$ cat src/rtl/rxdma_pkg.sv
package rxdma_pkg;

  typedef enum logic [2:0] {
    ST_IDLE,
    ST_RD_STAT,
    ST_RD_PTR,
    ST_WAIT,
    ST_ARMED,
    ST_RECV,
    ST_WR_DATA,
    ST_WR_STAT
  } chan_state_e;

  localparam int WORD_W     = 32;
  localparam int WORD_BYTES = WORD_W / 8;
  localparam int LEN_W      = 16;

  // status word fields
  localparam int OWN_BIT   = 31;
  localparam int CMP_BIT   = 30;
  localparam int SOP_BIT   = 29;
  localparam int EOP_BIT   = 28;
  localparam int TRUNC_BIT = 22;

  // register map
  localparam logic [1:0] A_CTRL  = 2'd0;
  localparam logic [1:0] A_BASE  = 2'd1;
  localparam logic [1:0] A_COUNT = 2'd2;
  localparam logic [1:0] A_POLL  = 2'd3;
  localparam int CTRL_EN  = 0;
  localparam int CTRL_RST = 1;
  localparam int POLL_EN  = 31;
  localparam int POLL_LSB = 4;

  function automatic logic [WORD_W-1:0] mk_status(input logic trunc,
                                                  input logic [LEN_W-1:0] len);
    logic [WORD_W-1:0] s;
    s            = '0;
    s[CMP_BIT]   = 1'b1;
    s[SOP_BIT]   = 1'b1;
    s[EOP_BIT]   = 1'b1;
    s[TRUNC_BIT] = trunc;
    s[LEN_W-1:0] = len;
    return s;
  endfunction

endpackage

$ cat src/rtl/rxdma_regs.sv
module rxdma_regs
  import rxdma_pkg::*;
#(
  parameter int AW   = 32,
  parameter int IDXW = 8,
  parameter int PCW  = 16
) (
  input  logic            clk,
  input  logic            rst_n,
  input  logic            wr_en,
  input  logic [1:0]      wr_addr,
  input  logic [31:0]     wr_data,
  input  logic            chan_idle,
  output logic            chan_en,
  output logic            chan_reset,
  output logic [AW-1:0]   ring_base,
  output logic [IDXW-1:0] ring_count,
  output logic            poll_on,
  output logic [PCW-1:0]  poll_len
);

  logic            en_q, en_d;
  logic [AW-1:0]   bstage_q, bstage_d, base_q, base_d;
  logic [IDXW-1:0] cstage_q, cstage_d, cnt_q, cnt_d;
  logic            pon_q, pon_d;
  logic [PCW-1:0]  plen_q, plen_d;

  assign chan_reset = wr_en && (wr_addr == A_CTRL) && wr_data[CTRL_RST] && chan_idle;

  always_comb begin
    en_d     = en_q;
    bstage_d = bstage_q;
    cstage_d = cstage_q;
    base_d   = base_q;
    cnt_d    = cnt_q;
    pon_d    = pon_q;
    plen_d   = plen_q;
    if (wr_en) begin
      case (wr_addr)
        A_CTRL:  en_d = wr_data[CTRL_EN];
        A_BASE:  bstage_d = {wr_data[AW-1:3], 3'b000};
        A_COUNT: cstage_d = wr_data[IDXW-1:0];
        A_POLL: begin
          pon_d  = wr_data[POLL_EN];
          plen_d = wr_data[POLL_LSB +: PCW];
        end
        default: ;
      endcase
    end
    if (chan_reset) begin
      base_d = bstage_q;
      cnt_d  = cstage_q;
    end
  end

  always_ff @(posedge clk or negedge rst_n) begin
    if (!rst_n) begin
      en_q     <= 1'b0;
      bstage_q <= '0;
      cstage_q <= '0;
      base_q   <= '0;
      cnt_q    <= '0;
      pon_q    <= 1'b0;
      plen_q   <= '0;
    end else begin
      en_q     <= en_d;
      bstage_q <= bstage_d;
      cstage_q <= cstage_d;
      base_q   <= base_d;
      cnt_q    <= cnt_d;
      pon_q    <= pon_d;
      plen_q   <= plen_d;
    end
  end

  assign chan_en    = en_q;
  assign ring_base  = base_q;
  assign ring_count = cnt_q;
  assign poll_on    = pon_q;
  assign poll_len   = plen_q;

endmodule

$ cat src/rtl/rxdma_poll_timer.sv
module rxdma_poll_timer #(
  parameter int PCW = 16
) (
  input  logic           clk,
  input  logic           rst_n,
  input  logic           load,
  input  logic [PCW-1:0] load_val,
  input  logic           tick,
  output logic           expired
);

  logic [PCW-1:0] val_q, val_d;

  always_comb begin
    val_d = val_q;
    if (load)
      val_d = load_val;
    else if (tick && (val_q != '0))
      val_d = val_q - PCW'(1);
  end

  always_ff @(posedge clk or negedge rst_n) begin
    if (!rst_n) val_q <= '0;
    else        val_q <= val_d;
  end

  assign expired = (val_q <= PCW'(1));

endmodule

$ cat src/rtl/rxdma_packer.sv
module rxdma_packer #(
  parameter int LANES = 4,
  localparam int LW   = (LANES > 1) ? $clog2(LANES) : 1
) (
  input  logic               clk,
  input  logic               rst_n,
  input  logic               clr,
  input  logic               put,
  input  logic [LW-1:0]      lane,
  input  logic [7:0]         byte_in,
  output logic [8*LANES-1:0] word,
  output logic [LANES-1:0]   be
);

  for (genvar g = 0; g < LANES; g++) begin : g_lane
    logic [7:0] b_q, b_d;
    logic       v_q, v_d;

    always_comb begin
      b_d = b_q;
      v_d = v_q;
      if (clr) begin
        v_d = 1'b0;
      end else if (put && (lane == LW'(g))) begin
        b_d = byte_in;
        v_d = 1'b1;
      end
    end

    always_ff @(posedge clk or negedge rst_n) begin
      if (!rst_n) begin
        b_q <= '0;
        v_q <= 1'b0;
      end else begin
        b_q <= b_d;
        v_q <= v_d;
      end
    end

    assign word[8*g +: 8] = b_q;
    assign be[g]          = v_q;
  end

endmodule

$ cat src/rtl/rxdma_chan.sv
module rxdma_chan
  import rxdma_pkg::*;
#(
  parameter int AW   = 32,
  parameter int IDXW = 8,
  parameter int PCW  = 16
) (
  input  logic              clk,
  input  logic              rst_n,
  input  logic              cfg_wr,
  input  logic [1:0]        cfg_addr,
  input  logic [31:0]       cfg_wdata,
  input  logic              rx_valid,
  input  logic              rx_sop,
  input  logic              rx_eop,
  input  logic [7:0]        rx_byte,
  output logic              rx_ready,
  output logic              mem_req,
  output logic              mem_we,
  output logic [AW-1:0]     mem_addr,
  output logic [WORD_W-1:0] mem_wdata,
  output logic [WORD_BYTES-1:0] mem_be,
  input  logic              mem_ack,
  input  logic [WORD_W-1:0] mem_rdata
);

  localparam int LW = $clog2(WORD_BYTES);

  // reset: asynchronous assert, synchronous release
  logic [1:0] rsync_q;
  logic       rst_ni;
  always_ff @(posedge clk or negedge rst_n) begin
    if (!rst_n) rsync_q <= 2'b00;
    else        rsync_q <= {rsync_q[0], 1'b1};
  end
  assign rst_ni = rsync_q[1];

  chan_state_e     state_q, state_d;
  logic [IDXW-1:0] idx_q, idx_d;
  logic [LEN_W-1:0] cap_q, cap_d, stored_q, stored_d;
  logic [AW-1:0]   wptr_q, wptr_d;
  logic            trunc_q, trunc_d, eop_q, eop_d;

  logic            chan_en, chan_reset, poll_on;
  logic [AW-1:0]   ring_base;
  logic [IDXW-1:0] ring_count;
  logic [PCW-1:0]  poll_len;
  logic            tmr_load, tmr_expired;
  logic            pk_clr, pk_put;
  logic [WORD_W-1:0] pk_word;
  logic [WORD_BYTES-1:0] pk_be;

  rxdma_regs #(.AW(AW), .IDXW(IDXW), .PCW(PCW)) u_regs (
    .clk        (clk),
    .rst_n      (rst_ni),
    .wr_en      (cfg_wr),
    .wr_addr    (cfg_addr),
    .wr_data    (cfg_wdata),
    .chan_idle  (state_q == ST_IDLE),
    .chan_en    (chan_en),
    .chan_reset (chan_reset),
    .ring_base  (ring_base),
    .ring_count (ring_count),
    .poll_on    (poll_on),
    .poll_len   (poll_len)
  );

  rxdma_poll_timer #(.PCW(PCW)) u_timer (
    .clk      (clk),
    .rst_n    (rst_ni),
    .load     (tmr_load),
    .load_val (poll_len),
    .tick     (state_q == ST_WAIT),
    .expired  (tmr_expired)
  );

  rxdma_packer #(.LANES(WORD_BYTES)) u_pack (
    .clk     (clk),
    .rst_n   (rst_ni),
    .clr     (pk_clr),
    .put     (pk_put),
    .lane    (stored_q[LW-1:0]),
    .byte_in (rx_byte),
    .word    (pk_word),
    .be      (pk_be)
  );

  // descriptor address and ring index advance
  logic [AW-1:0] desc_addr;
  logic [IDXW:0] idx_inc;
  logic          idx_wrap;
  assign desc_addr = ring_base + (AW'(idx_q) << 3);
  assign idx_inc   = {1'b0, idx_q} + (IDXW+1)'(1);
  assign idx_wrap  = idx_inc >= {1'b0, ring_count};

  // byte intake
  logic take, fits, word_full, pend_after;
  assign rx_ready   = (state_q == ST_ARMED) || (state_q == ST_RECV);
  assign take       = rx_ready && rx_valid && ((state_q == ST_RECV) || rx_sop);
  assign fits       = stored_q < cap_q;
  assign pk_put     = take && fits;
  assign word_full  = pk_put && (stored_q[LW-1:0] == {LW{1'b1}});
  assign pend_after = pk_put || (|pk_be);

  always_comb begin
    state_d  = state_q;
    idx_d    = idx_q;
    cap_d    = cap_q;
    stored_d = stored_q;
    wptr_d   = wptr_q;
    trunc_d  = trunc_q;
    eop_d    = eop_q;
    tmr_load = 1'b0;
    pk_clr   = 1'b0;
    case (state_q)
      ST_IDLE: begin
        if (chan_reset)   idx_d = '0;
        else if (chan_en) state_d = ST_RD_STAT;
      end
      ST_RD_STAT: begin
        if (mem_ack) begin
          if (!chan_en) begin
            state_d = ST_IDLE;
          end else if (mem_rdata[OWN_BIT]) begin
            cap_d   = mem_rdata[LEN_W-1:0];
            state_d = ST_RD_PTR;
          end else if (poll_on && (poll_len != '0)) begin
            tmr_load = 1'b1;
            state_d  = ST_WAIT;
          end
        end
      end
      ST_WAIT: begin
        if (!chan_en)         state_d = ST_IDLE;
        else if (tmr_expired) state_d = ST_RD_STAT;
      end
      ST_RD_PTR: begin
        if (mem_ack) begin
          wptr_d   = {mem_rdata[AW-1:2], 2'b00};
          stored_d = '0;
          trunc_d  = 1'b0;
          eop_d    = 1'b0;
          pk_clr   = 1'b1;
          state_d  = ST_ARMED;
        end
      end
      ST_ARMED, ST_RECV: begin
        if (take) begin
          if (pk_put) stored_d = stored_q + LEN_W'(1);
          else        trunc_d  = 1'b1;
          if (rx_eop) begin
            eop_d   = 1'b1;
            state_d = pend_after ? ST_WR_DATA : ST_WR_STAT;
          end else if (word_full) begin
            state_d = ST_WR_DATA;
          end else begin
            state_d = ST_RECV;
          end
        end else if ((state_q == ST_ARMED) && !chan_en) begin
          state_d = ST_IDLE;
        end
      end
      ST_WR_DATA: begin
        if (mem_ack) begin
          wptr_d  = wptr_q + AW'(WORD_BYTES);
          pk_clr  = 1'b1;
          state_d = eop_q ? ST_WR_STAT : ST_RECV;
        end
      end
      ST_WR_STAT: begin
        if (mem_ack) begin
          idx_d   = idx_wrap ? '0 : idx_inc[IDXW-1:0];
          state_d = chan_en ? ST_RD_STAT : ST_IDLE;
        end
      end
      default: state_d = ST_IDLE;
    endcase
  end

  always_ff @(posedge clk or negedge rst_ni) begin
    if (!rst_ni) begin
      state_q  <= ST_IDLE;
      idx_q    <= '0;
      cap_q    <= '0;
      stored_q <= '0;
      wptr_q   <= '0;
      trunc_q  <= 1'b0;
      eop_q    <= 1'b0;
    end else begin
      state_q  <= state_d;
      idx_q    <= idx_d;
      cap_q    <= cap_d;
      stored_q <= stored_d;
      wptr_q   <= wptr_d;
      trunc_q  <= trunc_d;
      eop_q    <= eop_d;
    end
  end

  // memory port
  always_comb begin
    mem_req   = 1'b0;
    mem_we    = 1'b0;
    mem_addr  = desc_addr;
    mem_wdata = '0;
    mem_be    = '1;
    case (state_q)
      ST_RD_STAT: mem_req = 1'b1;
      ST_RD_PTR: begin
        mem_req  = 1'b1;
        mem_addr = desc_addr + AW'(4);
      end
      ST_WR_DATA: begin
        mem_req   = 1'b1;
        mem_we    = 1'b1;
        mem_addr  = wptr_q;
        mem_wdata = pk_word;
        mem_be    = pk_be;
      end
      ST_WR_STAT: begin
        mem_req   = 1'b1;
        mem_we    = 1'b1;
        mem_wdata = mk_status(trunc_q, stored_q);
      end
      default: ;
    endcase
  end

endmodule

$ cat config.mk
export PLATFORM = sky130hd
export DESIGN_NAME = rxdma_chan
export DESIGN_NICKNAME = d
export VERILOG_FILES = /design/src/rtl/rxdma_pkg.sv /design/src/rtl/rxdma_regs.sv /design/src/rtl/rxdma_poll_timer.sv /design/src/rtl/rxdma_packer.sv /design/src/rtl/rxdma_chan.sv
export SDC_FILE = /design/constraint.sdc
export NUM_CORES = 1
export LEC_CHECK = 0
export BUFFER_PORTS_ARGS = -buffer_cell sky130_fd_sc_hd__buf_2
export CAP_MARGIN = 40
export CORE_ASPECT_RATIO = 1.1
export CORE_MARGIN = 4
export CORE_UTILIZATION = 35
export CTS_BUF_LIST = sky130_fd_sc_hd__clkbuf_4
export DETAILED_ROUTE_END_ITERATION = 10
export PLACE_DENSITY_LB_ADDON = 0.08
export SLEW_MARGIN = 0
export SYNTH_ARGS = -nofsm -noshare
export SYNTH_HDL_FRONTEND = slang
export SYNTH_HIERARCHICAL = 1
export SYNTH_SLANG_ARGS = --single-unit
$ cat constraint.sdc
create_clock -name clk -period 6.75 [get_ports clk]
set_input_delay 2.025 -clock clk [delete_from_list [all_inputs] [get_ports clk]]
set_output_delay 2.025 -clock clk [all_outputs]
set_load 0.01 [all_outputs]
==> summary.json, run 1 <==
{
  "place_inst": {"value": 1925},
  "tightestPinTransition": {"value": 834.7, "unit": "ps"},
  "timing.max_slew.rel_slack": {"value": 43.93, "unit": "%"},
  "boundaryPins": {"value": 152},
  "i_o_buffers": {"value": 149},
  "route.detailed.wl_per_inst": {"value": 19.96, "unit": "um"},
  "grt_first_pass_wirelength": {"value": 64250, "unit": "um"},
  "maxSlewViolCount": {"value": 0},
  "fp.dieArea": {"value": 0.04091, "unit": "mm2"},
  "dp.final_hpwl": {"value": 29330, "unit": "um"},
  "placementRows": {"value": 74},
  "critical_path_end_type": {"value": "primary output"},
  "layout_common_cells": {"value": "dfrtp_1 (219), buf_2 (150), mux2_2 (123), clkbuf_4 (101), nand2_1 (94)"},
  "first_iter_violations": {"value": 698},
  "ys_ff_latch": {"value": 221},
  "finalSetupTns": {"value": 0, "unit": "ps"},
  "post-route-period-util": {"value": 87.81, "unit": "%"},
  "number_of_hold_repair_buffers_added_at_the_cts_stage": {"value": 0},
  "detail_route.drc_violations": {"value": 0},
  "final_layout_fill_cell_count": {"value": 3829},
  "grt_pass1_vias": {"value": 11019},
  "cts-root-buf": {"value": "clkbuf_4"},
  "run_status": {"value": "finished clean"},
  "clkSlewWorstSetupHoldPaths": {"value": 60, "unit": "ps"},
  "fin_worst_skew": {"value": 50.13, "unit": "ps"},
  "synthDominantCellAreaShare": {"value": 41.87, "unit": "%"},
  "final_critical_path_setup_slack": {"value": 822.8, "unit": "ps"},
  "cts.sinks": {"value": 221},
  "synth_enable_flop_cells": {"value": 0},
  "place_area": {"value": 0.01443, "unit": "mm2"},
  "synthDominantAreaCellType": {"value": "dfrtp_1"},
  "cts_max_path_buffers": {"value": 3},
  "instances_no_fill": {"value": 2042},
  "synth_ff_type": {"value": "dfrtp_1"},
  "synthesis.area": {"value": 0.01321, "unit": "mm2"},
  "layout.cells.most_common": {"value": "dfrtp_1"},
  "reg_area": {"value": 0.005535, "unit": "mm2"},
  "number_of_routed_nets_with_antenna_violations": {"value": 0},
  "syn-instance-count": {"value": 1334},
  "initial_core_util": {"value": 35.48, "unit": "%"},
  "route.detailed.vias_per_inst": {"value": 5.471},
  "synth_seq_area_share": {"value": 41.87, "unit": "%"},
  "min_delay_path_class": {"value": "reg2async"},
  "power_density": {"value": 369.1, "unit": "mW/mm2"},
  "cts_tree": {"value": "done"},
  "nets": {"value": 1622},
  "synthesis.yosys.warnings": {"value": 6},
  "critical_path_class": {"value": "reg2out"},
  "clk-insertion-delay-late": {"value": 720, "unit": "ps"},
  "finalHoldViolCount": {"value": 0},
  "gp_routability_congestion": {"value": 0.8298},
  "drive_gt1_share": {"value": 28.57, "unit": "%"},
  "globalRouteTotalUtil": {"value": 19.59, "unit": "%"},
  "asyncSetResetFlopFracSynth": {"value": 100.0, "unit": "%"},
  "postLayoutCellArea": {"value": 0.01528, "unit": "mm2"},
  "synthTopCellsByArea": {"value": "dfrtp_1 (42%), mux2_2 (10%), ha_1 (3.5%)"},
  "dp_worst_setup_slack": {"value": 1566, "unit": "ps"},
  "fp.dieW": {"value": 193.2, "unit": "um"},
  "timing.critical_path.arrival": {"value": 3900, "unit": "ps"},
  "power.leakage": {"value": 0.006979, "unit": "uW"},
  "unrepaired_setup_endpoints_after_global_routing": {"value": "no"},
  "slowest_delay": {"value": 500, "unit": "ps"},
  "detailedRoute.firstPassIterationCount": {"value": 7},
  "peak_clock_frequency_supported_by_timing": {"value": 168.7, "unit": "MHz"},
  "critical-path-slowest-cell": {"value": "a211oi_2"},
  "core_area": {"value": 0.03722, "unit": "mm2"},
  "setup.reg_to_reg.worst_slack": {"value": 2800, "unit": "ps"},
  "numCtsBuffers": {"value": 70},
  "crit_path_start_kind": {"value": "flip-flop"},
  "global_route.overflow_total": {"value": 0},
  "multi_input_area": {"value": 0.007149, "unit": "mm2"},
  "ys_types": {"value": 86},
  "num_vias": {"value": 11172},
  "critPathMaxFanout": {"value": 7},
  "htreeDepth": {"value": 3},
  "setup_viol": {"value": 0},
  "detail_route.wirelength": {"value": 40760, "unit": "um"},
  "final.min_clock_period": {"value": 5927, "unit": "ps"},
  "grt_antenna_before_repair": {"value": 1},
  "timing.max_cap.violations": {"value": 0},
  "postSynthAreaPerCell": {"value": 9.901, "unit": "um2"},
  "timing.critical_path.required": {"value": 4720, "unit": "ps"},
  "cts_resized": {"value": 0},
  "area_growth_syn_to_layout": {"value": 15.68, "unit": "%"},
  "vdd.ir_drop.worst": {"value": 138.6, "unit": "uV"},
  "post-cts-setup-buffer-count": {"value": 0},
  "timing.critical_path.cells": {"value": "ha_1, fa_1, a211o_1, a211oi_2, nor3_1, xnor2_1, o21ai_0, o41ai_1, a221oi_1, buf_2"},
  "post-layout-total-power": {"value": 5639, "unit": "uW"},
  "maximum_number_of_pins_on_one_net_before_global_route_repair": {"value": 62},
  "die_y": {"value": 211.7, "unit": "um"}
}
==> power breakdown <==
| group | internal, uW | switching (uW) |
|---|---|---|
| clock network | 717 | 612 |
| registers | 1760 | 538 |
| logic | 937 | 1080 |
| total | 3410 | 2230 |
==> layer usage <==
metal	wire [um]	up-vias	GRT usage (%)	part of all wire (%)
met5	0	-	0	0
met4	860	0	6.422	2.1
met3	1955	61	3.915	4.8
met2	18920	275	31.05	46
met1	19020	5481	27.11	47
li1	-	5355	-	-
==> area by class of cell <==
type                       instances  share of cell area, %
multi-input combinational        995                  46.79
sequential                       221                  36.23
timing repair buffer             172                  6.322
clock buffer                     101                  4.963
tap                              494                  4.046
inverter                          43                  1.056
clock inverter                    15                 0.5733
antenna                            1                0.01638
==> state kept, by name (all words and copies together) (netlist names), 3 cells and up <==
register	cells
state_q	3
u_regs/bstage_q	29
u_pack/g_lane.v_q	4
u_regs/cstage_q	8
u_regs/ring_count	8
u_regs/poll_len	16
stored_q	16
cap_q	16
u_pack/g_lane.b_q	32
idx_q	8
u_regs/ring_base	29
u_timer/val_q	16
wptr_q	30
==> worst paths after layout <==
kind,start,to,depth (start not counted)
worst max-delay path,idx_q[0],mem_addr[23],10
worst min register to register,rsync_q[1],stored_q[11],0
min in group clk,rsync_q[0],rsync_q[1],0
max in group asynchronous,rsync_q[1],u_regs/cstage_q[3],1
worst max register to register,state_q[2],u_pack/g_lane[0].b_q[1],10
worst min-delay path,rsync_q[1],stored_q[11],0
==> cell usage after synthesis (6+ instances only) <==
master    number
buf_4          8
dfrtp_1      221
nand2_1       94
o211ai_1       7
a211oi_1       9
o21a_1        10
a22oi_1       19
mux2i_1       17
nor4_1        13
buf_2         10
o21ai_0       83
nand4_1       24
nor3_1        30
mux2_2       123
nor2b_1        7
o31ai_1        6
and2_1        12
mux2_4        19
a21oi_1       75
or4_1         13
nand2b_1      18
or3_1         17
a21o_1        21
nand3_1       47
clkbuf_1      49
xor2_1        17
xnor2_1       19
a22o_1        18
nor3b_1        8
inv_1         40
o22ai_1       20
nor2_1        67
a31oi_1       18
ha_1          37
and3_1        34
==> cell families (layout without fill, tap and decap cells) <==
family / Yosys count / after routing / synth area share (%)
simple gates: 417 / 417 / 17.10
flops: 221 / 221 / 41.87
other cells: 2 / 5 / 0.05686
compound gates: 341 / 341 / 16.89
buf+inv: 120 / 331 / 4.102
xor+xnor: 36 / 36 / 2.387
fa+ha+maj: 38 / 38 / 3.657
mux: 159 / 159 / 13.94
==> worst max-delay path, delay by kind of cell (launching register included) <==
kind	cells	cell delay, ps
AO/OA/AOI/OAI	5	1260
buffers and inverters	1	190
AND/OR/NAND/NOR	1	220
adder cells (fa/ha/maj)	2	670
flip-flops	1	440
XOR/XNOR	1	400
==> per-stage QoR <==
stage	hold slack [ps]	utilization (%)
floorplan	331.2	-
global placement	335.3	38.54
detailed placement	329.3	38.77
CTS	330.1	41.04
global route	356.8	41.05
finish	301.3	41.05
(Power assumes the default switching activity.)
==> run 2: changes to the inputs <==
--- a/config.mk
+++ b/config.mk
@@ -5,13 +5,13 @@
 export SDC_FILE = /design/constraint.sdc
 export NUM_CORES = 1
 export LEC_CHECK = 0
-export BUFFER_PORTS_ARGS = -buffer_cell sky130_fd_sc_hd__buf_2
 export CAP_MARGIN = 40
 export CORE_ASPECT_RATIO = 1.1
 export CORE_MARGIN = 4
 export CORE_UTILIZATION = 35
 export CTS_BUF_LIST = sky130_fd_sc_hd__clkbuf_4
 export DETAILED_ROUTE_END_ITERATION = 10
+export DONT_BUFFER_PORTS = 1
 export PLACE_DENSITY_LB_ADDON = 0.08
 export SLEW_MARGIN = 0
 export SYNTH_ARGS = -nofsm -noshare
==> run 2 against run 1 <==
Via count down 5.9%; clock-buffer cell count decreased by 4; worst setup slack better by 41 ps; wire length down 0.63%; die area unchanged; final cell count decreased by 7.8%; sequential cell count did not move; final area shrank 5.3%; worst hold slack gained 52 ps; global-route usage decreased by 0.26 points; total power decreased by 2.7%; largest power group unchanged.
==> summary.json, run 2 (synthesized netlist as in run 1, its figures left out) <==
{
  "fp.dieArea": {"value": 0.04091, "unit": "mm2", "change": "unchanged"},
  "initial_core_util": {"value": 35.48, "unit": "%", "change": "unchanged"},
  "cts-root-buf": {"value": "clkbuf_4"},
  "place_inst": {"value": 1774, "change": "-7.8%"},
  "grt_antenna_before_repair": {"value": 2, "change": "+1"},
  "setup_viol": {"value": 0, "change": "unchanged"},
  "critPathMaxFanout": {"value": 8, "change": "+1"},
  "die_y": {"value": 211.7, "unit": "um", "change": "unchanged"},
  "detail_route.drc_violations": {"value": 0, "change": "unchanged"},
  "critical-path-slowest-cell": {"value": "o31ai_2"},
  "top_regs": {"value": "u_pack/g_lane.b_q: 32 flops, wptr_q: 30 flops"},
  "path_depth": {"value": 9, "change": "-1"},
  "number_of_hold_repair_buffers_added_at_the_cts_stage": {"value": 0, "change": "unchanged"},
  "final.min_clock_period": {"value": 5886, "unit": "ps", "change": "-41.17 ps"},
  "post-route-period-util": {"value": 87.20, "unit": "%", "change": "-0.61 points"},
  "finalSetupTns": {"value": 0, "unit": "ps", "change": "unchanged"},
  "crit_path_start_kind": {"value": "flip-flop"},
  "clk-insertion-delay-late": {"value": 710, "unit": "ps", "change": "about the same"},
  "i_o_buffers": {"value": 0, "change": "-100%"},
  "sw_ratio": {"value": 39.48, "unit": "%", "change": "about the same"},
  "number_of_routed_nets_with_antenna_violations": {"value": 0, "change": "unchanged"},
  "wl_met3": {"value": 2553, "unit": "um", "change": "+31%"},
  "cpLargestDelayFamily": {"value": "compound AO/OA/AOI/OAI gates"},
  "net_switching_component_of_the_power": {"value": 2166, "unit": "uW", "change": "-2.6%"},
  "cts_tree": {"value": "done"},
  "peak_clock_frequency_supported_by_timing": {"value": 169.9, "unit": "MHz", "change": "+0.70%"},
  "grt_first_pass_wirelength": {"value": 62670, "unit": "um", "change": "-2.4%"},
  "detailedRoute.firstPassIterationCount": {"value": 5, "change": "-2"},
  "maxSlewViolCount": {"value": 0, "change": "unchanged"},
  "regToRegStartpoint": {"value": "state_q[2]"},
  "area_growth_syn_to_layout": {"value": 9.530, "unit": "%"},
  "power_density": {"value": 379.3, "unit": "mW/mm2", "change": "+2.8%"},
  "tightestPinTransition": {"value": 1005, "unit": "ps", "change": "+170.3 ps"},
  "unrepaired_setup_endpoints_after_global_routing": {"value": "no"},
  "largest-register": {"value": "u_pack/g_lane.b_q"},
  "timing.max_slew.rel_slack": {"value": 33.00, "unit": "%", "change": "-11 points"},
  "timing.critical_path.buf_inv": {"value": 0, "change": "-1"},
  "cts_max_path_buffers": {"value": 3, "change": "unchanged"},
  "crit-reg2reg-capture": {"value": "u_pack/g_lane[0].b_q[7]"},
  "place_area": {"value": 0.01364, "unit": "mm2", "change": "-5.5%"},
  "timing.critical_path.cells": {"value": "ha_1, a21o_1, a41o_1, o31ai_2, nor2_1, and4_1, xor2_1, mux2i_1, o21ai_0"},
  "cts_resized": {"value": 0, "change": "unchanged"},
  "final_layout_fill_cell_count": {"value": 3793, "change": "-0.94%"},
  "timing.max_cap.violations": {"value": 0, "change": "unchanged"},
  "htreeDepth": {"value": 3, "change": "unchanged"},
  "route.detailed.vias_per_inst": {"value": 5.583, "change": "+2.0%"},
  "highest-signal-layer": {"value": "met5"},
  "largest_reg_flops": {"value": 32, "change": "unchanged"},
  "share_seq_of_total_power": {"value": 42.0, "unit": "%", "change": "+1.2 points"},
  "detail_route.wirelength": {"value": 40500, "unit": "um", "change": "-0.63%"},
  "clkPwrFrac": {"value": 24.1, "unit": "%", "change": "+0.5 points"},
  "numCtsBuffers": {"value": 68, "change": "-2.9%"},
  "worst_r2r_path_depth": {"value": 10, "change": "unchanged"},
  "grt_pass1_vias": {"value": 10364, "change": "-5.9%"},
  "fp.dieW": {"value": 193.2, "unit": "um", "change": "unchanged"},
  "layout.cells.most_common": {"value": "dfrtp_1"},
  "combPwrFrac": {"value": 33.9, "unit": "%", "change": "-1.8 points"},
  "maximum_number_of_pins_on_one_net_before_global_route_repair": {"value": 171, "change": "+180%"},
  "clkSlewWorstSetupHoldPaths": {"value": 70, "unit": "ps", "change": "about the same"},
  "core_area": {"value": 0.03722, "unit": "mm2", "change": "unchanged"},
  "nets": {"value": 1469, "change": "-9.4%"},
  "met2_wirelength": {"value": 18680, "unit": "um", "change": "-1.3%"},
  "boundaryPins": {"value": 152, "change": "unchanged"},
  "layout_common_cells": {"value": "dfrtp_1 (219), mux2_2 (123), clkbuf_4 (97), nand2_1 (94), o21ai_0 (83)"},
  "power.leakage": {"value": 0.006284, "unit": "uW", "change": "-10%"},
  "fin_worst_skew": {"value": 34.56, "unit": "ps", "change": "-15.56 ps"},
  "route.detailed.wl_per_inst": {"value": 21.51, "unit": "um", "change": "+7.8%"},
  "postLayoutCellArea": {"value": 0.01447, "unit": "mm2", "change": "-5.3%"},
  "dp.final_hpwl": {"value": 28920, "unit": "um", "change": "-1.4%"},
  "post-cts-setup-buffer-count": {"value": 0, "change": "unchanged"},
  "finalHoldViolCount": {"value": 0, "change": "unchanged"},
  "timing.critical_path.required": {"value": 4720, "unit": "ps", "change": "about the same"},
  "cts.sinks": {"value": 221, "change": "unchanged"},
  "globalRouteTotalUtil": {"value": 19.34, "unit": "%", "change": "-0.26 points"},
  "timing.critical_path.arrival": {"value": 3860, "unit": "ps", "change": "-40 ps"},
  "design_internal_power": {"value": 3321, "unit": "uW", "change": "-2.7%"},
  "num_vias": {"value": 10513, "change": "-5.9%"},
  "run_status": {"value": "finished clean"},
  "vdd.ir_drop.worst": {"value": 178.3, "unit": "uV", "change": "+29%"},
  "setup.reg_to_reg.worst_slack": {"value": 2380, "unit": "ps", "change": "-420 ps"},
  "slowest_delay": {"value": 600, "unit": "ps", "change": "+100 ps"},
  "first_iter_violations": {"value": 749, "change": "+7.3%"},
  "drive_gt1_share": {"value": 20.68, "unit": "%", "change": "-7.9 points"},
  "critical_path_class": {"value": "reg2out"},
  "met1_length": {"value": 18450, "unit": "um", "change": "-3.0%"},
  "instances_no_fill": {"value": 1883, "change": "-7.8%"},
  "min_delay_path_class": {"value": "reg2async"},
  "critical_path_end_type": {"value": "primary output"},
  "gp_routability_congestion": {"value": 0.8438, "change": "+1.7%"},
  "placementRows": {"value": 74, "change": "unchanged"},
  "global_route.overflow_total": {"value": 0, "change": "unchanged"}
}
run 2: worst max-delay path by stage:
stage	startpoint	endpoint	slack (ps)
finish	idx_q[1]	mem_addr[30]	860
detailed placement	idx_q[0]	mem_addr[19]	1570
floorplan	rsync_q[1]	cap_q[0]	140
global placement	idx_q[0]	mem_addr[23]	1600
CTS	idx_q[0]	mem_addr[19]	730
global route	idx_q[0]	mem_addr[23]	570
run 2: worst register-to-register path: stages (launching register included):
cell and delay, ps:
dfrtp_2 830, inv_1 160, buf_4 310, nor2_1 600, nand2_1 320, a2111oi_0 440
buf_4 210, nand2_1 100, clkinv_1 260, nor4b_4 590, mux2_2 410
run 2: per-stage QoR:
stage	setup WS [ps]	hold WS, ps	total power, uW	utilization (%)
3_3_place_gp	1601	337.5	4155	36.57
4_1_cts	732.4	356.9	5560	38.86
5_1_grt	568.6	370.2	5913	38.87
6_report	863.9	353.4	5488	38.87
2_1_floorplan	135.4	331.2	3598	-
3_5_place_dp	1565	340.4	4182	36.64
run 2: cell type report:
class | instances | area (um2) | area share (%)
clock inverter | 11 | 98.84 | 0.6833
sequential | 221 | 5535 | 38.26
inverter | 43 | 161.4 | 1.116
clock buffer | 97 | 728.2 | 5.034
multi-input combinational | 995 | 7149 | 49.42
tap | 494 | 618.1 | 4.273
timing repair buffer | 21 | 172.7 | 1.194
antenna | 1 | 2.502 | 0.01730
run 2: routing by layer:
layer / vias to the layer above / track usage [%]
li1: 5038 / -
met1: 5150 / 26.08
met2: 269 / 30.28
met3: 54 / 5.411
met4: 2 / 6.349
met5: - / 0
run 2: power groups by stage:
| stage | Combinational (uW) | Sequential (uW) | Clock [uW] |
|---|---|---|---|
| floorplan | 1520 | 2080 | 0 |
| global placement | 1840 | 2320 | 0 |
| detailed placement | 1860 | 2330 | 0 |
| CTS | 1870 | 2300 | 1390 |
| global route | 2070 | 2380 | 1460 |
| finish | 1860 | 2300 | 1320 |
==> run 3: changes to the inputs <==
--- a/config.mk
+++ b/config.mk
@@ -12,7 +12,6 @@
 export CTS_BUF_LIST = sky130_fd_sc_hd__clkbuf_4
 export DETAILED_ROUTE_END_ITERATION = 10
 export DONT_BUFFER_PORTS = 1
-export PLACE_DENSITY_LB_ADDON = 0.08
 export SLEW_MARGIN = 0
 export SYNTH_ARGS = -nofsm -noshare
 export SYNTH_HDL_FRONTEND = slang
==> run 3 against run 2 <==
Sequential cell count unchanged; combinational power about the same; largest power group unchanged; wire length decreased by 4.5%; first-iteration DRC count increased by 8.7%.
==> summary.json, run 3 (synthesized netlist as in run 1, its figures left out) <==
{
  "gp_routability_congestion": {"value": 0.8814, "change": "+4.5%"},
  "placementRows": {"value": 74, "change": "unchanged"},
  "cts_tree": {"value": "done"},
  "top_regs": {"value": "u_pack/g_lane.b_q: 32 flops, wptr_q: 30 flops"},
  "drive_gt1_share": {"value": 20.17, "unit": "%", "change": "-0.50 points"},
  "timing.critical_path.arrival": {"value": 3870, "unit": "ps", "change": "about the same"},
  "peak_clock_frequency_supported_by_timing": {"value": 169.7, "unit": "MHz", "change": "-0.13%"},
  "min_delay_path_class": {"value": "reg2reg"},
  "first_iter_violations": {"value": 814, "change": "+8.7%"},
  "fp.dieW": {"value": 193.2, "unit": "um", "change": "unchanged"},
  "htreeDepth": {"value": 2, "change": "-1"},
  "critical-path-slowest-cell": {"value": "a221oi_1"},
  "grt_first_pass_wirelength": {"value": 60130, "unit": "um", "change": "-4.1%"},
  "layout.cells.most_common": {"value": "dfrtp_1"},
  "timing.critical_path.cells": {"value": "ha_1, fa_1, a211o_1, a211oi_2, nor3_1, xnor2_1, o21ai_0, o41ai_1, a221oi_1"},
  "share_seq_of_total_power": {"value": 42.3, "unit": "%", "change": "+0.3 points"},
  "i_o_buffers": {"value": 0, "change": "unchanged"},
  "critical_path_class": {"value": "reg2out"},
  "worst_r2r_path_depth": {"value": 11, "change": "+1"},
  "run_status": {"value": "finished clean"},
  "detailedRoute.firstPassIterationCount": {"value": 7, "change": "+2"},
  "post-cts-setup-buffer-count": {"value": 0, "change": "unchanged"},
  "number_of_routed_nets_with_antenna_violations": {"value": 0, "change": "unchanged"},
  "timing.critical_path.required": {"value": 4720, "unit": "ps", "change": "about the same"},
  "critical_path_end_type": {"value": "primary output"},
  "global_route.overflow_total": {"value": 0, "change": "unchanged"},
  "multi_input_area": {"value": 0.007156, "unit": "mm2", "change": "about the same"},
  "maxSlewViolCount": {"value": 0, "change": "unchanged"},
  "tightestPinTransition": {"value": 875.0, "unit": "ps", "change": "-130.0 ps"},
  "design_internal_power": {"value": 3239, "unit": "uW", "change": "-2.5%"},
  "finalHoldViolCount": {"value": 0, "change": "unchanged"},
  "clkPwrFrac": {"value": 22.7, "unit": "%", "change": "-1.4 points"},
  "power.leakage": {"value": 0.006249, "unit": "uW", "change": "-0.56%"},
  "layout_common_cells": {"value": "dfrtp_1 (219), mux2_2 (123), nand2_1 (94), o21ai_0 (83), clkbuf_4 (83)"},
  "largest_reg_flops": {"value": 32, "change": "unchanged"},
  "num_vias": {"value": 10667, "change": "+1.5%"},
  "numCtsBuffers": {"value": 60, "change": "-12%"},
  "net_switching_component_of_the_power": {"value": 2137, "unit": "uW", "change": "-1.4%"},
  "largest-register": {"value": "u_pack/g_lane.b_q"},
  "route.detailed.vias_per_inst": {"value": 5.680, "change": "+1.7%"},
  "final_layout_fill_cell_count": {"value": 3713, "change": "-2.1%"},
  "worst_hold_path.num_cells": {"value": 0},
  "cts-root-buf": {"value": "clkbuf_4"},
  "die_y": {"value": 211.7, "unit": "um", "change": "unchanged"},
  "slowest_delay": {"value": 500, "unit": "ps", "change": "-100 ps"},
  "clk-insertion-delay-late": {"value": 740, "unit": "ps", "change": "+30 ps"},
  "setup_viol": {"value": 0, "change": "unchanged"},
  "sw_ratio": {"value": 39.75, "unit": "%", "change": "+0.27 points"},
  "globalRouteTotalUtil": {"value": 18.14, "unit": "%", "change": "-1.2 points"},
  "timing.max_cap.violations": {"value": 0, "change": "unchanged"},
  "cts.sinks": {"value": 221, "change": "unchanged"},
  "core_area": {"value": 0.03722, "unit": "mm2", "change": "unchanged"},
  "nets": {"value": 1461, "change": "-0.54%"},
  "grt_pass1_vias": {"value": 10257, "change": "-1.0%"},
  "cts_resized": {"value": 0, "change": "unchanged"},
  "clkSlewWorstSetupHoldPaths": {"value": 70, "unit": "ps", "change": "about the same"},
  "final.min_clock_period": {"value": 5894, "unit": "ps", "change": "+7.751 ps"},
  "fin_worst_skew": {"value": 52.14, "unit": "ps", "change": "+17.57 ps"},
  "route.detailed.wl_per_inst": {"value": 20.59, "unit": "um", "change": "-4.3%"},
  "cts_max_path_buffers": {"value": 3, "change": "unchanged"},
  "finalSetupTns": {"value": 0, "unit": "ps", "change": "unchanged"},
  "crit_path_start_kind": {"value": "flip-flop"},
  "dp.final_hpwl": {"value": 27900, "unit": "um", "change": "-3.5%"},
  "area_growth_syn_to_layout": {"value": 9.199, "unit": "%"},
  "vdd.ir_drop.worst": {"value": 123.7, "unit": "uV", "change": "-31%"},
  "boundaryPins": {"value": 152, "change": "unchanged"},
  "reg_area": {"value": 0.005535, "unit": "mm2", "change": "unchanged"},
  "detail_route.wirelength": {"value": 38660, "unit": "um", "change": "-4.5%"},
  "hold_ws": {"value": 350.5, "unit": "ps", "change": "-2.829 ps"},
  "grt_antenna_before_repair": {"value": 2, "change": "unchanged"},
  "combPwrFrac": {"value": 35.0, "unit": "%", "change": "+1.1 points"},
  "detail_route.drc_violations": {"value": 0, "change": "unchanged"},
  "number_of_hold_repair_buffers_added_at_the_cts_stage": {"value": 0, "change": "unchanged"},
  "unrepaired_setup_endpoints_after_global_routing": {"value": "no"},
  "maximum_number_of_pins_on_one_net_before_global_route_repair": {"value": 117, "change": "-32%"},
  "timing.max_slew.rel_slack": {"value": 41.13, "unit": "%", "change": "+8.1 points"},
  "post-route-period-util": {"value": 87.32, "unit": "%", "change": "+0.11 points"},
  "power_density": {"value": 372.7, "unit": "mW/mm2", "change": "-1.7%"},
  "critPathMaxFanout": {"value": 7, "change": "-1"},
  "initial_core_util": {"value": 35.48, "unit": "%", "change": "unchanged"},
  "fp.dieArea": {"value": 0.04091, "unit": "mm2", "change": "unchanged"}
}
## run 3: critical path, delay by kind of cell (launching register included)
family	cells	cell delay, ps
AOI/OAI and AO/OA	5	1560
xor gates and xnor gates	1	240
adders and majority gates	2	690
DFF	1	460
and+or+nand+nor	1	230
## run 3: power by group through the flow
stage / clock [uW] / sequential [uW] / combinational (uW)
after detailed placement: 0 / 2280 / 1870
after CTS: 1270 / 2270 / 1880
after global routing: 1340 / 2340 / 2090
final: 1220 / 2270 / 1880
after global placement: 0 / 2270 / 1820
after floorplan: 0 / 2080 / 1520
## run 3: path summary, 6_finish.rpt
kind	startpoint	to	slack [ps]
worst max register to register	state_q[2]	u_pack/g_lane[1].b_q[7]	3020
max in group asynchronous	rsync_q[1]	wptr_q[20]	5100
worst max-delay path	idx_q[0]	mem_addr[23]	860
worst min-delay path	rsync_q[0]	rsync_q[1]	350
worst min register to register	rsync_q[0]	rsync_q[1]	350
min in group asynchronous	rsync_q[1]	u_pack/g_lane[3].b_q[0]	380
## run 3: area by class of cell
cell class	instances	area share [%]
inverters	43	1.119
well taps	494	4.286
multi-input cells	995	49.61
flip-flops and latches	221	38.38
clock inverters	20	0.9803
diodes	1	0.01735
clock buffers	83	4.320
repair buffers	21	1.284
## run 3: routing by layer
metal	share of wire (%)	track usage, %	vias up
met5	0.052	0	-
met4	2.2	5.421	2
met3	7.6	5.841	60
met2	48	29.73	321
met1	42	23.09	5255
li1	-	-	5029
## run 3: per-stage QoR
step	utilization (%)	power, uW	worst slack, ps	cells	instance area, um2
after floorplan	-	3598	135.4	1336	13220
after global placement	36.55	4090	1613	1769	13600
after detailed placement	36.69	4158	1602	1774	13660
after CTS	38.74	5421	793.1	1877	14420
after global routing	38.75	5765	627.8	1878	14420
final	38.75	5375	856.2	1878	14420
